`config.mk`:
```
export PLATFORM = sky130hd
export DESIGN_NAME = tr4d_addr_gen
export DESIGN_NICKNAME = d
export VERILOG_FILES = /design/src/rtl/tr4d_pkg.sv /design/src/rtl/tr4d_trig_slot.sv /design/src/rtl/tr4d_loop_walk.sv /design/src/rtl/tr4d_addr_gen.sv
export SDC_FILE = /design/constraint.sdc
export NUM_CORES = 2
export LEC_CHECK = 0
export BUFFER_PORTS_ARGS = -buffer_cell sky130_fd_sc_hd__buf_2
export CORE_MARGIN = 3
export CORE_UTILIZATION = 45
export CTS_CLUSTER_DIAMETER = 150
export DETAILED_ROUTE_END_ITERATION = 8
export SETUP_SLACK_MARGIN = 0.2
export SYNTH_ARGS = -nofsm -noshare
export SYNTH_HDL_FRONTEND = slang
export SYNTH_SLANG_ARGS = --single-unit
```
`constraint.sdc`:
```
create_clock -name clk -period 10.6 [get_ports clk]
set_clock_uncertainty 0.1 [all_clocks]
set_input_delay 2.12 -clock clk [delete_from_list [all_inputs] [get_ports clk]]
set_output_delay 2.12 -clock clk [all_outputs]
set_load 0.1 [all_outputs]
```
`src/rtl/tr4d_pkg.sv`:
```
package tr4d_pkg;
  localparam int NLVL = 4;

  localparam int F_TYPE_LO  = 0;
  localparam int F_ESIZE_LO = 6;
  localparam int F_S0SRC_LO = 8;
  localparam int F_S0SCP_LO = 10;
  localparam int F_S1SRC_LO = 12;
  localparam int F_S1SCP_LO = 14;
  localparam int F_CMD_LO   = 16;

  typedef enum logic [1:0] {ST_IDLE, ST_WAIT, ST_RUN} walk_state_e;

  typedef struct packed {
    logic [1:0] src;
    logic [1:0] scope;
  } slot_cfg_t;
endpackage

```
`src/rtl/tr4d_trig_slot.sv`:
```
module tr4d_trig_slot #(
  parameter int PEND_W = 3
) (
  input  logic       clk,
  input  logic       rst_n,
  input  logic       clr,
  input  logic       count_en,
  input  logic [1:0] src,
  input  logic       gtrig0,
  input  logic       gtrig1,
  input  logic       local_evt,
  input  logic       take,
  output logic       pending
);
  localparam logic [PEND_W-1:0] PEND_MAX = {PEND_W{1'b1}};

  logic [PEND_W-1:0] cnt_q, cnt_d;
  logic              hit, inc;

  always_comb begin
    case (src)
      2'd1:    hit = gtrig0;
      2'd2:    hit = gtrig1;
      2'd3:    hit = local_evt;
      default: hit = 1'b0;
    endcase
    hit = hit & count_en;
  end

  assign inc = hit && ((cnt_q != PEND_MAX) || take);

  always_comb begin
    if (clr) cnt_d = '0;
    else     cnt_d = cnt_q + PEND_W'(inc) - PEND_W'(take);
  end

  always_ff @(posedge clk or negedge rst_n) begin
    if (!rst_n) cnt_q <= '0;
    else        cnt_q <= cnt_d;
  end

  assign pending = (cnt_q != '0);

  assert_pulse_counted_R9: assert property (@(posedge clk) disable iff (!rst_n)
    hit && !take && !clr && (cnt_q != PEND_MAX) |=> cnt_q == $past(cnt_q) + 1'b1);
endmodule

```
`src/rtl/tr4d_loop_walk.sv`:
```
module tr4d_loop_walk
  import tr4d_pkg::*;
#(
  parameter int CNT_W    = 16,
  parameter int ADDR_W   = 64,
  parameter int STRIDE_W = 32
) (
  input  logic                             clk,
  input  logic                             rst_n,
  input  logic                             load,
  input  logic                             step,
  input  logic [ADDR_W-1:0]                base,
  input  logic [NLVL-1:0][CNT_W-1:0]       cnt,
  input  logic [NLVL-1:1][STRIDE_W-1:0]    dim,
  output logic [ADDR_W-1:0]                addr,
  output logic [NLVL-1:0]                  lvl_end
);
  localparam int EXT_W = ADDR_W - STRIDE_W;

  logic [NLVL-1:0][CNT_W-1:0]  idx_q, idx_d, lim_q;
  logic [NLVL-1:1][STRIDE_W-1:0] dim_q;
  logic [NLVL-1:1][ADDR_W-1:0] org_q, org_d;
  logic [NLVL-1:0]             at_max;
  int unsigned                 adv_lvl;
  logic                        carry;

  genvar g;
  generate
    for (g = 0; g < NLVL; g++) begin : g_end
      assign at_max[g] = (idx_q[g] == lim_q[g] - 1'b1);
      if (g == 0) begin : g_first
        assign lvl_end[g] = at_max[g];
      end else begin : g_chain
        assign lvl_end[g] = lvl_end[g-1] & at_max[g];
      end
    end
  endgenerate

  assign addr = org_q[1] + ADDR_W'(idx_q[0]);

  always_comb begin
    idx_d   = idx_q;
    org_d   = org_q;
    adv_lvl = 0;
    carry   = 1'b1;
    if (load) begin
      idx_d = '0;
      for (int j = 1; j < NLVL; j++) org_d[j] = base;
    end else if (step) begin
      for (int k = 0; k < NLVL; k++) begin
        if (carry) begin
          if (at_max[k]) begin
            idx_d[k] = '0;
          end else begin
            idx_d[k] = idx_q[k] + 1'b1;
            carry    = 1'b0;
            adv_lvl  = k;
          end
        end
      end
      if (!carry && adv_lvl >= 1) begin
        for (int j = 1; j < NLVL; j++) begin
          if (j <= adv_lvl)
            org_d[j] = org_q[adv_lvl] +
                       {{EXT_W{dim_q[adv_lvl][STRIDE_W-1]}}, dim_q[adv_lvl]};
        end
      end
    end
  end

  always_ff @(posedge clk or negedge rst_n) begin
    if (!rst_n) begin
      idx_q <= '0;
      org_q <= '0;
      lim_q <= '0;
      dim_q <= '0;
    end else begin
      if (load || step) begin
        idx_q <= idx_d;
        org_q <= org_d;
      end
      if (load) begin
        lim_q <= cnt;
        dim_q <= dim;
      end
    end
  end
endmodule

```
`src/rtl/tr4d_addr_gen.sv`:
```
module tr4d_addr_gen
  import tr4d_pkg::*;
#(
  parameter int CNT_W    = 16,
  parameter int ADDR_W   = 64,
  parameter int STRIDE_W = 32,
  parameter int PEND_W   = 3
) (
  input  logic                clk,
  input  logic                rst_n,
  input  logic                rec_valid,
  output logic                rec_ready,
  input  logic [31:0]         rec_flags,
  input  logic [ADDR_W-1:0]   rec_base,
  input  logic [CNT_W-1:0]    rec_icnt0,
  input  logic [CNT_W-1:0]    rec_icnt1,
  input  logic [CNT_W-1:0]    rec_icnt2,
  input  logic [CNT_W-1:0]    rec_icnt3,
  input  logic [STRIDE_W-1:0] rec_dim1,
  input  logic [STRIDE_W-1:0] rec_dim2,
  input  logic [STRIDE_W-1:0] rec_dim3,
  input  logic                gtrig0,
  input  logic                gtrig1,
  input  logic                local_evt,
  output logic                beat_valid,
  output logic [ADDR_W-1:0]   beat_addr,
  output logic                beat_last,
  output logic                evt_pulse,
  output logic                done_pulse,
  output logic [7:0]          done_cmd
);
  localparam logic [CNT_W-1:0] ONE_CNT = CNT_W'(1);

  walk_state_e state_q, state_d;
  slot_cfg_t   slot0_q, slot1_q, slot0_in, slot1_in;
  logic [1:0]  esize_q, scope_q, scope_d;
  logic [7:0]  cmd_q;
  logic        gated_q, gated_in;
  logic [1:0]  rtype;
  logic        load, step, take0, take1, pend0, pend1, scope_hit, evt_sel;
  logic [NLVL-1:0]              lvl_end;
  logic [NLVL-1:0][CNT_W-1:0]   eff_cnt;
  logic [NLVL-1:1][STRIDE_W-1:0] dims;

  assign rtype    = rec_flags[F_TYPE_LO +: 2];
  assign slot0_in = '{src: rec_flags[F_S0SRC_LO +: 2], scope: rec_flags[F_S0SCP_LO +: 2]};
  assign slot1_in = '{src: rec_flags[F_S1SRC_LO +: 2], scope: rec_flags[F_S1SCP_LO +: 2]};
  assign gated_in = (slot0_in.src != 2'd0) || (slot1_in.src != 2'd0);

  assign eff_cnt[0] = rec_icnt0;
  assign eff_cnt[1] = (rtype >= 2'd1) ? rec_icnt1 : ONE_CNT;
  assign eff_cnt[2] = (rtype >= 2'd2) ? rec_icnt2 : ONE_CNT;
  assign eff_cnt[3] = (rtype == 2'd3) ? rec_icnt3 : ONE_CNT;
  assign dims       = {rec_dim3, rec_dim2, rec_dim1};

  assign rec_ready = (state_q == ST_IDLE);
  assign load      = rec_ready && rec_valid;
  assign step      = (state_q == ST_RUN);
  assign take0     = (state_q == ST_WAIT) && pend0;
  assign take1     = (state_q == ST_WAIT) && !pend0 && pend1;
  assign scope_hit = lvl_end[scope_q];

  always_comb begin
    state_d = state_q;
    scope_d = scope_q;
    case (state_q)
      ST_IDLE: if (load) state_d = gated_in ? ST_WAIT : ST_RUN;
      ST_WAIT: begin
        if (take0) begin
          scope_d = slot0_q.scope;
          state_d = ST_RUN;
        end else if (take1) begin
          scope_d = slot1_q.scope;
          state_d = ST_RUN;
        end
      end
      ST_RUN: begin
        if (lvl_end[NLVL-1])          state_d = ST_IDLE;
        else if (gated_q && scope_hit) state_d = ST_WAIT;
      end
      default: state_d = ST_IDLE;
    endcase
  end

  always_ff @(posedge clk or negedge rst_n) begin
    if (!rst_n) begin
      state_q <= ST_IDLE;
      scope_q <= '0;
      slot0_q <= '0;
      slot1_q <= '0;
      esize_q <= '0;
      cmd_q   <= '0;
      gated_q <= 1'b0;
    end else begin
      state_q <= state_d;
      scope_q <= scope_d;
      if (load) begin
        slot0_q <= slot0_in;
        slot1_q <= slot1_in;
        esize_q <= rec_flags[F_ESIZE_LO +: 2];
        cmd_q   <= rec_flags[F_CMD_LO +: 8];
        gated_q <= gated_in;
      end
    end
  end

  tr4d_trig_slot #(.PEND_W(PEND_W)) u_slot0 (
    .clk(clk), .rst_n(rst_n), .clr(load), .count_en(state_q != ST_IDLE),
    .src(slot0_q.src), .gtrig0(gtrig0), .gtrig1(gtrig1), .local_evt(local_evt),
    .take(take0), .pending(pend0));

  tr4d_trig_slot #(.PEND_W(PEND_W)) u_slot1 (
    .clk(clk), .rst_n(rst_n), .clr(load), .count_en(state_q != ST_IDLE),
    .src(slot1_q.src), .gtrig0(gtrig0), .gtrig1(gtrig1), .local_evt(local_evt),
    .take(take1), .pending(pend1));

  tr4d_loop_walk #(.CNT_W(CNT_W), .ADDR_W(ADDR_W), .STRIDE_W(STRIDE_W)) u_walk (
    .clk(clk), .rst_n(rst_n), .load(load), .step(step), .base(rec_base),
    .cnt(eff_cnt), .dim(dims), .addr(beat_addr), .lvl_end(lvl_end));

  always_comb begin
    if (esize_q == 2'd0) evt_sel = lvl_end[NLVL-1];
    else                 evt_sel = lvl_end[esize_q - 2'd1];
  end

  assign beat_valid = step;
  assign beat_last  = step && lvl_end[NLVL-1];
  assign done_pulse = beat_last;
  assign evt_pulse  = step && evt_sel;
  assign done_cmd   = cmd_q;

  assert_accept_leaves_idle_R1: assert property (@(posedge clk) disable iff (!rst_n)
    rec_valid && rec_ready |=> !rec_ready);

  assert_inner_step_R3: assert property (@(posedge clk) disable iff (!rst_n)
    beat_valid && !lvl_end[0] |=> beat_valid && (beat_addr == $past(beat_addr) + 1'b1));

  assert_free_run_R6: assert property (@(posedge clk) disable iff (!rst_n)
    !gated_q && beat_valid && !beat_last |=> beat_valid);

  assert_wait_after_scope_R8: assert property (@(posedge clk) disable iff (!rst_n)
    gated_q && beat_valid && scope_hit && !beat_last |=> !beat_valid);
endmodule

```
==> flow_summary.json <==
{
  "status": "finished clean",
  "post_cts_buffers": 0,
  "rows": 91,
  "antenna_found_initial": 2,
  "drt-pass1-iter-count": 7,
  "die_x_um": 257,
  "combPwrFrac_pct": 45.3,
  "finalCritPeriodShare_pct": 80.7,
  "cpPeakStageDelay_ns": 0.65,
  "yosysSeqAreaShare_pct": 39.2,
  "grt_pass1_vias": 25000,
  "start_util_pct": 45.7,
  "clockPowerShare_pct": 21.1,
  "p_int_uw": 4780,
  "ys_warn_count": 0,
  "period_minus_slack_ns": 8.56,
  "track_usage_pct": 26.8,
  "fin_setup_tns_ns": 0,
  "dieArea_um2": 66100,
  "hold_violations": 0,
  "first_iter_violations": 2092,
  "holdWs_ns": 0.369,
  "synth_ff_type": "dfrtp_1",
  "cp_cell_sequence": "inv_1 -> ha_1 -> nor3b_2 -> a31oi_1 -> a31oi_1 -> o2111ai_1 -> nand3b_1 -> or4_2 -> buf_4 -> nand2b_4 -> buf_4 -> a211oi_1 -> fa_1 -> a21o_1 -> a221oi_1 -> o21ai_0 -> a211oi_1 -> o32ai_1 -> a21oi_1 -> a21boi_0 -> o21ai_0 -> xnor2_1 -> mux2i_1 -> o21ai_0",
  "finalSetupViolCount": 0,
  "cp_common_cell": "o21ai_0",
  "place.gp.congestion": 0.909,
  "timing.slew.headroom_pct": 27.5,
  "hold_buffers": 0,
  "end_kind": "flop",
  "port_buffers": 326,
  "ff2ff_path_depth": 24,
  "grt-ovfl-total": 0,
  "worst-path-max-fanout": 51,
  "die_h_um": 257,
  "syn-cell-area_um2": 28400,
  "syn-instance-count": 3504,
  "swShare_pct": 46.8,
  "synth_cell_type_count": 88,
  "fin_area_um2": 32400,
  "ios": 339,
  "power_density_nw_per_um2": 277,
  "syn2layout_area_growth_pct": 14.2,
  "leakagePower_uw": 0.0154,
  "viasPerCell": 5.68,
  "dpl_cell_area_um2": 30600,
  "drc_errors": 0,
  "avgRoutedWirePerCell_um": 19.8,
  "vias": 26100,
  "cts_tree": "built",
  "maxCapViolCount": 0,
  "syn_avg_cell_area_um2": 8.10,
  "rsz0062_at_grt": "false",
  "cts.path.max_buffers": 3,
  "drv_slew": 0,
  "grt_pass1_wl_mm": 142,
  "fmax_mhz": 117,
  "cts.reportedPaths.clkPinSlew_ns": 0.06,
  "drive_gt1_share_pct": 15.0,
  "hold_path_depth": 2,
  "worstPathRequired_ns": 11.01,
  "cts-htree-levels": 2,
  "async_reset_ff_share_pct": 100,
  "cts_sinks": 445,
  "synth_fp_nets": 3862,
  "worstPathArrival_ns": 8.97,
  "hpwl_mm": 63.5,
  "ant_nets": 0,
  "root_buffer": "clkbuf_16",
  "p_seq_share_pct": 33.7,
  "wl_mm": 91.2,
  "peakVddDrop_mv": 0.209,
  "design.core.area_um2": 62100,
  "layout.nets": 4086,
  "ys_ff_latch": 445,
  "hold_class": "reg -> reg",
  "slowest_stage": "a21boi_0",
  "p_sw_uw": 4200,
  "worst_slew_pin_slew_ns": 1.08,
  "worstSkewPairLatency_ns": 0.60,
  "ctsResizeCount": 0,
  "grt_max_degree": 146,
  "cp-start-kind": "flop",
  "synth_edf_count": 0,
  "path_class": "reg -> reg",
  "cts_made_buffers": 51
}
final timing paths:
check | end | slack [ns] | from
hold reg to reg | done_cmd[5]$_DFFE_PN0P_ | 0.37 | done_cmd[5]$_DFFE_PN0P_
min in group asynchronous | u_walk.lim_q[29]$_DFFE_PN0P_ | 1.43 | rst_n
setup reg to reg | u_walk.org_q[122]$_DFFE_PN0P_ | 2.04 | u_walk.lim_q[0]$_DFFE_PN0P_
max in group asynchronous | u_walk.org_q[27]$_DFFE_PN0P_ | 7.50 | rst_n
setup / recovery | u_walk.org_q[122]$_DFFE_PN0P_ | 2.04 | u_walk.lim_q[0]$_DFFE_PN0P_
hold / removal | done_cmd[5]$_DFFE_PN0P_ | 0.37 | done_cmd[5]$_DFFE_PN0P_
power groups by stage:
stage	clock network, µW	logic, µW	registers [µW]
after detailed placement	0	4060	3040
final	1890	4070	3020
after global routing	2000	4440	3120
after CTS	1930	4080	3010
after global placement	0	4030	3030
after floorplan	0	3170	2930
cell type report:
class,count,area [µm²]
repair buffers,366,1950
flip-flops and latches,445,11100
well taps,837,1050
inverters,71,267
multi-input cells,2793,16200
diodes,1,2.50
fillers,6112,29600
clock buffers,80,1560
clock inverters,12,229
per-stage QoR:
stage / util (%) / setup slack [ns] / cells / total power, µW
3_5_place_dp: 49.4 / 2.15 / 4512 / 7100
2_1_floorplan: - / 3.64 / 3504 / 6100
6_report: 52.2 / 2.04 / 4605 / 8980
3_3_place_gp: 49.4 / 2.17 / 4512 / 7050
4_1_cts: 52.2 / 2.10 / 4604 / 9030
5_1_grt: 52.2 / 1.46 / 4604 / 9570
Yosys cell counts, types with 41 or more instances:
cell type | count | area share (%)
nand2_1 | 632 | 8.4
nor2_1 | 530 | 7.0
dfrtp_1 | 445 | 39
a21oi_1 | 245 | 4.3
clkbuf_1 | 156 | 2.1
o21ai_0 | 148 | 2.6
xnor2_1 | 137 | 4.2
nand3_1 | 112 | 2.0
ha_1 | 92 | 4.1
xor2_1 | 84 | 2.6
nor3_1 | 81 | 1.4
mux2_2 | 75 | 3.0
o22ai_1 | 73 | 1.6
inv_1 | 70 | 0.93
a21o_1 | 52 | 1.4
and3_1 | 52 | 1.1
nand4_1 | 41 | 0.90
layer usage:
metal  routed length [µm]  vias to the layer above  track usage, %
met1                40200                    12600            36.9
met2                42900                      727            43.7
met5                    0                        -               0
met4                 2960                        0            8.82
li1                     -                    12600               -
met3                 5250                      148            3.68
critical path, delay by kind of cell (launching register included):
| kind | cells | cell delay, ns |
|---|---|---|
| AOI/OAI and AO/OA | 13 | 3.99 |
| and+or+nand+nor | 4 | 2.00 |
| buffers and inverters | 3 | 0.87 |
| adders and majority gates | 2 | 0.51 |
| DFF | 1 | 0.42 |
| xor gates and xnor gates | 1 | 0.40 |
| muxes | 1 | 0.12 |
placed cells by master, fill, tap and decap left out, drive strengths merged, types with 13 or more instances in the layout:
master | Yosys | layout
a211oi | 19 | 19
a21o | 52 | 52
a21oi | 245 | 245
a221oi | 36 | 36
a31oi | 32 | 32
and2 | 22 | 22
and3 | 52 | 52
buf | 38 | 366
clkbuf | 157 | 80
dfrtp | 445 | 445
ha | 92 | 92
inv | 70 | 71
mux2 | 75 | 75
mux2i | 38 | 38
nand2 | 634 | 634
nand2b | 29 | 29
nand3 | 112 | 112
nand4 | 41 | 41
nor2 | 531 | 531
nor2b | 20 | 20
nor3 | 85 | 85
nor4 | 25 | 25
o21ai | 158 | 158
o21bai | 14 | 14
o22ai | 73 | 73
o31ai | 15 | 15
or3 | 13 | 13
xnor2 | 137 | 137
xor2 | 84 | 84
logic make-up (layout without fill, tap and decap cells):
| group | Yosys count | count (layout) | synth area share [%] |
|---|---|---|---|
| adders and majority gates | 97 | 97 | 4.37 |
| buffers and inverters | 266 | 529 | 3.86 |
| xor gates and xnor gates | 221 | 221 | 6.82 |
| and+or+nand+nor | 1625 | 1625 | 25.3 |
| AOI/OAI and AO/OA | 737 | 737 | 16.0 |
| muxes | 113 | 113 | 4.32 |
| other | 0 | 1 | 0 |
| DFF | 445 | 445 | 39.2 |
registers in the layout, indices dropped and copies added, names as in the netlist:
signal	flops
gated_q	1
u_walk.lim_q	64
u_slot1.cnt_q	3
slot0_q	4
scope_q	2
done_cmd	8
slot1_q	4
u_slot0.cnt_q	3
u_walk.idx_q	64
esize_q	2
state_q	2
u_walk.dim_q	96
u_walk.org_q	192
Note: power is estimated with default switching activity, not from simulation.
